**src/rtl/bkmove_pkg.sv**
```systemverilog
`timescale 1ns/1ps
package bkmove_pkg;

   localparam logic [7:0] OP_CLIMB = 8'h54;
   localparam logic [7:0] OP_FALL  = 8'h44;

   typedef enum logic [1:0] {
      ST_IDLE = 2'd0,
      ST_RD   = 2'd1,
      ST_WR   = 2'd2,
      ST_FIN  = 2'd3
   } mv_state_t;

endpackage

```
**src/rtl/bkmove_decode.sv**
```systemverilog
`timescale 1ns/1ps
module bkmove_decode
   import bkmove_pkg::*;
(
   input  logic [7:0] op_code,
   output logic       op_ok,
   output logic       op_fall
);
   // the two legal codes differ only in bit 4; full compare rejects the rest
   always_comb begin
      op_ok   = (op_code == OP_CLIMB) || (op_code == OP_FALL);
      op_fall = (op_code == OP_FALL);
   end
endmodule

```
**src/rtl/bkmove_ofs_step.sv**
```systemverilog
`timescale 1ns/1ps
module bkmove_ofs_step #(
   parameter int OFS_W  = 16,
   parameter bit SHARED = 1'b1
) (
   input  logic [OFS_W-1:0] cur,
   input  logic             fall,
   output logic [OFS_W-1:0] nxt
);
   localparam logic [OFS_W-1:0] ONE    = OFS_W'(1);
   localparam logic [OFS_W-1:0] MINUS1 = {OFS_W{1'b1}};

   generate
      if (SHARED) begin : g_shared
         // one adder, operand chooses +1 or -1 (two's complement)
         always_comb nxt = cur + (fall ? MINUS1 : ONE);
      end else begin : g_split
         logic [OFS_W-1:0] up_v;
         logic [OFS_W-1:0] dn_v;
         always_comb begin
            up_v = cur + ONE;
            dn_v = cur - ONE;
            nxt  = fall ? dn_v : up_v;
         end
      end
   endgenerate
endmodule

```
**src/rtl/bkmove_ctrl.sv**
```systemverilog
`timescale 1ns/1ps
module bkmove_ctrl
   import bkmove_pkg::*;
(
   input  logic      clk,
   input  logic      rst_n,
   input  logic      launch,
   input  logic      mem_rdy,
   input  logic      last_byte,
   output mv_state_t state,
   output logic      rd_take,
   output logic      wr_take
);
   mv_state_t state_q, state_d;

   always_comb begin
      rd_take = (state_q == ST_RD) && mem_rdy;
      wr_take = (state_q == ST_WR) && mem_rdy;
      state_d = state_q;
      unique case (state_q)
         ST_IDLE: if (launch)  state_d = ST_RD;
         ST_RD:   if (rd_take) state_d = ST_WR;
         ST_WR:   if (wr_take) state_d = last_byte ? ST_FIN : ST_RD;
         ST_FIN:               state_d = ST_IDLE;
         default:              state_d = ST_IDLE;
      endcase
   end

   always_ff @(posedge clk or negedge rst_n) begin
      if (!rst_n) state_q <= ST_IDLE;
      else        state_q <= state_d;
   end

   assign state = state_q;
endmodule

```
**src/rtl/bkmove_engine.sv**
```systemverilog
`timescale 1ns/1ps
module bkmove_engine
   import bkmove_pkg::*;
#(
   parameter int OFS_W      = 16,
   parameter int BANK_W     = 8,
   parameter int DATA_W     = 8,
   parameter bit SHARED_ADD = 1'b1
) (
   input  logic                     clk,
   input  logic                     rst_n,
   input  logic                     start,
   input  logic [7:0]               op_code,
   input  logic [OFS_W-1:0]         src_ofs,
   input  logic [OFS_W-1:0]         dst_ofs,
   input  logic [OFS_W-1:0]         len_m1,
   input  logic [BANK_W-1:0]        src_bank,
   input  logic [BANK_W-1:0]        dst_bank,
   output logic                     mem_req,
   output logic                     mem_we,
   output logic [BANK_W+OFS_W-1:0]  mem_addr,
   output logic [DATA_W-1:0]        mem_wdata,
   input  logic [DATA_W-1:0]        mem_rdata,
   input  logic                     mem_rdy,
   output logic                     busy,
   output logic                     done,
   output logic [OFS_W-1:0]         x_out,
   output logic [OFS_W-1:0]         y_out,
   output logic [OFS_W-1:0]         c_out,
   output logic [BANK_W-1:0]        dbank_out
);
   localparam int ADDR_W = BANK_W + OFS_W;

   generate
      if (OFS_W < 2) begin : g_bad_ofs
         initial $fatal(1, "bkmove_engine: OFS_W must be at least 2");
      end
      if (BANK_W < 1) begin : g_bad_bank
         initial $fatal(1, "bkmove_engine: BANK_W must be at least 1");
      end
      if (DATA_W < 1) begin : g_bad_data
         initial $fatal(1, "bkmove_engine: DATA_W must be at least 1");
      end
   endgenerate

   logic              op_ok, op_fall, launch;
   logic              rd_take, wr_take, last_byte;
   mv_state_t         state;
   logic [OFS_W-1:0]  x_q, y_q, c_q, x_nxt, y_nxt;
   logic [BANK_W-1:0] sb_q, db_q, dbank_q;
   logic [DATA_W-1:0] hold_q;
   logic              fall_q;

   bkmove_decode u_dec (
      .op_code (op_code),
      .op_ok   (op_ok),
      .op_fall (op_fall)
   );

   assign launch    = start && op_ok && (state == ST_IDLE);
   // the count wraps through zero on the final byte
   assign last_byte = (c_q == '0);

   bkmove_ctrl u_ctrl (
      .clk       (clk),
      .rst_n     (rst_n),
      .launch    (launch),
      .mem_rdy   (mem_rdy),
      .last_byte (last_byte),
      .state     (state),
      .rd_take   (rd_take),
      .wr_take   (wr_take)
   );

   bkmove_ofs_step #(.OFS_W(OFS_W), .SHARED(SHARED_ADD)) u_xstep (
      .cur  (x_q),
      .fall (fall_q),
      .nxt  (x_nxt)
   );

   bkmove_ofs_step #(.OFS_W(OFS_W), .SHARED(SHARED_ADD)) u_ystep (
      .cur  (y_q),
      .fall (fall_q),
      .nxt  (y_nxt)
   );

   always_ff @(posedge clk or negedge rst_n) begin
      if (!rst_n) begin
         x_q     <= '0;
         y_q     <= '0;
         c_q     <= '0;
         sb_q    <= '0;
         db_q    <= '0;
         dbank_q <= '0;
         hold_q  <= '0;
         fall_q  <= 1'b0;
      end else begin
         if (launch) begin
            x_q    <= src_ofs;
            y_q    <= dst_ofs;
            c_q    <= len_m1;
            sb_q   <= src_bank;
            db_q   <= dst_bank;
            fall_q <= op_fall;
         end
         if (rd_take) hold_q <= mem_rdata;
         if (wr_take) begin
            x_q <= x_nxt;
            y_q <= y_nxt;
            c_q <= c_q - OFS_W'(1);
            if (last_byte) dbank_q <= db_q;
         end
      end
   end

   always_comb begin
      mem_req   = (state == ST_RD) || (state == ST_WR);
      mem_we    = (state == ST_WR);
      mem_addr  = (state == ST_WR) ? ADDR_W'({db_q, y_q}) : ADDR_W'({sb_q, x_q});
      mem_wdata = hold_q;
      busy      = (state != ST_IDLE);
      done      = (state == ST_FIN);
   end

   assign x_out     = x_q;
   assign y_out     = y_q;
   assign c_out     = c_q;
   assign dbank_out = dbank_q;
endmodule

```
**config.mk**
```make
export PLATFORM = sky130hd
export DESIGN_NAME = bkmove_engine
export DESIGN_NICKNAME = d
export VERILOG_FILES = /design/src/rtl/bkmove_pkg.sv /design/src/rtl/bkmove_decode.sv /design/src/rtl/bkmove_ofs_step.sv /design/src/rtl/bkmove_ctrl.sv /design/src/rtl/bkmove_engine.sv
export SDC_FILE = /design/constraint.sdc
export NUM_CORES = 1
export LEC_CHECK = 0
export BUFFER_PORTS_ARGS = -buffer_cell sky130_fd_sc_hd__buf_2
export CORE_UTILIZATION = 49
export CTS_BUF_LIST = sky130_fd_sc_hd__clkbuf_2 sky130_fd_sc_hd__clkbuf_4 sky130_fd_sc_hd__clkbuf_8
export DETAILED_ROUTE_END_ITERATION = 7
export GPL_ROUTABILITY_DRIVEN = 0
export PLACE_DENSITY = 0.8
export SLEW_MARGIN = 15
export SYNTH_ARGS = -nofsm -noshare
export SYNTH_HDL_FRONTEND = slang
export SYNTH_HIERARCHICAL = 1
export SYNTH_SLANG_ARGS = --single-unit
```
**constraint.sdc**
```tcl
create_clock -name clk -period 2.8 [get_ports clk]
set_clock_uncertainty 0.2 [all_clocks]
set_input_delay 0.14 -clock clk [delete_from_list [all_inputs] [get_ports clk]]
set_output_delay 0.14 -clock clk [all_outputs]
set_load 0.01 [all_outputs]
```
==> metrics.cfg <==
[status]
status = finished clean

[drt]
wl_met1_um = 6560
route.detailed.drc = 0
routed_via_density = 5.67
dr.pass1.iters = 5
vias = 5735
wl_per_cell_um = 16.7
detail-route-antenna-nets = 0
drt-initial-drc-count = 440
met3_length_um = 1110
wl_um = 16900
highest_layer = met4
route.met2.wl_um = 8790

[placed_design]
dp_hpwl_um = 11400
io_buffers = 175

[cts]
h-tree-depth = 3
cts_tree = done
cts_sinks = 83
clk_latency_ps = 360
cts_setup_buffers = 0
cts.clk_slew.worst_paths_ps = 90
cts_buffers = 9
cts-root-buf = clkbuf_8
clock_path_buffers = 2

[yosys]
synth_top_area_cell = dfrtp_1
async_flop_share = 1.00
synth.top_cell.area_share = 0.363
synth_area_um2 = 5730
synthCells = 616
synth_most_common_cell = nand2_1
yosysUniqueCellTypes = 54
synth_commonest_cells = nand2_1, dfrtp_1, o21ai_0
synthTopCellsByArea = dfrtp_1, nand2_1, ha_1
synth_ff_type = dfrtp_1
ys_seq_area_frac = 0.363
avgSynthCellArea_um2 = 9.30
synth-seq-cells = 83
synth_warnings = 6
syn-num-nets = 734
synth_edf_count = 0

[final_layout]
nets = 982
diodes = 0
n_fill_cell = 864
syn_to_final_growth_pct = 35.2
drive_gt1_frac = 0.304

[sta]
final.min_clock_period_ps = 2630
slew_viol_final = 0
hold_violations = 0
maxSlewHeadroom = 0.594
period_share = 0.939
rsz0062_at_grt = no
tns_ps = 0
worst_pin_slew_ps = 606
finalSetupViolations = 0
fmax_mhz = 380

[global_routing]
grt_pass1_vias = 5646
grt_max_degree = 65
antenna_found_initial = 0
overflow = 0
grt_pass1_wl_um = 26500
track_usage = 0.284

[power]
p_switching_mw = 1.96
seqPwrFrac = 0.405
pwr-share-comb = 0.417
power_leakage_nw = 4.09
p_clk_frac = 0.177
power_density_nw_per_um2 = 613
peakVddDrop_mv = 0.455
intPower_mw = 2.79
finalPower_mw = 4.75
sw_frac_of_total = 0.413

[worst_setup_path]
worstSetupPathType = flip-flop to flip-flop
critical-path-max-stage-delay_ps = 380
cpMaxStageDelayCell = dfrtp_1
cp-end-kind = flip-flop
critPathArrivalTime_ps = 2670
path_max_fanout = 29
cp_cell_sequence = buf_6 -> ha_1 -> a21oi_1 -> o21ai_0 -> or3_1 -> o21ba_2 -> a311oi_1 -> nand2_1 -> o21ai_0
crit_required_ps = 2840
crit_path_frequent_cell = o21ai_0
cp-start-kind = flip-flop

[floorplan]
start_util = 0.502
row_count = 39
dieHeight_um = 110
dieArea_um2 = 12100
die_w_um = 110
core_um2 = 11400
io-pin-count = 176

[flow_run]
max-cap-violations = 0

[worst_hold_path]
hp-class = input pin to async pin

-- cell families after synthesis --
group | share of synthesized area
and+or+nand+nor | 0.188
buffers and inverters | 0.0269
AOI/OAI and AO/OA | 0.141
adders and majority gates | 0.0769
DFF | 0.363
xor gates and xnor gates | 0.0535
muxes | 0.150
-- worst paths after layout --
path                                      from                        to  slack [ps]  depth (start not counted)
setup reg to reg            fall_q$_DFFE_PN0P_     x_out[13]$_DFFE_PN0P_         170                          9
hold / removal                           rst_n  dbank_out[3]$_DFFE_PN0P_         120                          2
max in group asynchronous                rst_n      c_out[3]$_DFFE_PN0P_        1520                          3
hold reg to reg            sb_q[7]$_DFFE_PN0P_       sb_q[7]$_DFFE_PN0P_         290                          2
min in group clk                         start       db_q[7]$_DFFE_PN0P_         160                          5
setup / recovery            fall_q$_DFFE_PN0P_     x_out[13]$_DFFE_PN0P_         170                          9
-- power groups by stage --
stage               clock network [mW]  logic, mW  registers [mW]
finish                           0.841       1.98            1.92
detailed placement                   0       1.87            1.94
global placement                     0       1.82            1.91
global route                     0.907       2.20            1.97
CTS                              0.862       1.96            1.92
floorplan                            0       1.08            1.96
-- per-layer routing --
layer | global-route usage | vias to the layer above
met5 | 0 | -
met4 | 0.129 | 0
met3 | 0.0447 | 40
met2 | 0.528 | 265
met1 | 0.316 | 2741
li1 | - | 2689
-- what timing repair did --
action / CTS / global route
endpoints found under the setup margin: 0 / 1
endpoints found under the hold margin: 117 / 0
resized for setup: 0 / 1
hold buffers: 76 / 0
-- placed cells by master (no fill, tap or decap), types with 3 or more instances in the layout --
| master | Yosys | routed |
|---|---|---|
| nor2_1 | 15 | 15 |
| mux2_4 | 8 | 8 |
| nor4_1 | 3 | 3 |
| and3_1 | 15 | 15 |
| nand3_1 | 14 | 13 |
| dfrtp_1 | 83 | 83 |
| o21bai_1 | 8 | 8 |
| nor3_1 | 6 | 6 |
| o21ai_0 | 48 | 48 |
| xor2_1 | 16 | 16 |
| a31oi_1 | 5 | 5 |
| or3_1 | 3 | 3 |
| a21oi_1 | 34 | 34 |
| mux2_2 | 32 | 32 |
| buf_4 | 0 | 11 |
| a21o_1 | 8 | 8 |
| buf_2 | 3 | 174 |
| nand2b_1 | 7 | 7 |
| mux2i_1 | 38 | 38 |
| inv_1 | 14 | 14 |
| inv_6 | 0 | 3 |
| nand2_1 | 123 | 123 |
| xnor2_1 | 19 | 19 |
| nand4_1 | 7 | 7 |
| nor2b_1 | 6 | 6 |
| ha_1 | 32 | 32 |
| dlygate4sd3_1 | 0 | 76 |
| a211oi_1 | 6 | 6 |
| clkbuf_8 | 0 | 9 |
-- area by class of cell --
type                    count  area [µm²]  share of cell area
clock inverters             7        58.8             0.00759
flip-flops and latches     83        2080               0.268
multi-input cells         493        3510               0.453
clock buffers               9         124              0.0160
inverters                  14        52.6             0.00679
well taps                 143         179              0.0231
repair buffers            263        1750               0.225
-- metrics by stage --
| step | util | instance area, µm² | setup slack, ps | hold slack, ps | instances |
|---|---|---|---|---|---|
| global placement | 0.595 | 6800 | 327 | -29.1 | 920 |
| finish | 0.678 | 7740 | 170 | 116 | 1012 |
| global route | 0.678 | 7740 | 16.4 | 179 | 1012 |
| floorplan | - | 5730 | 67.4 | -356 | 616 |
| detailed placement | 0.595 | 6800 | 213 | -12.5 | 920 |
| CTS | 0.678 | 7740 | 203 | 124 | 1012 |
-- flip-flops by register name (all words and copies together) (netlist names) --
name	cells
db_q	8
x_out	16
mem_wdata	8
c_out	16
u_ctrl/state	2
dbank_out	8
fall_q	1
y_out	16
sb_q	8
-- worst max-delay path, delay by kind of cell, from the launching register on --
family | cells | cell delay (ps)
adders and majority gates | 1 | 380
AOI/OAI and AO/OA | 5 | 910
DFF | 1 | 380
buffers and inverters | 1 | 190
and+or+nand+nor | 2 | 440
Note: power is estimated with default switching activity, not from simulation.
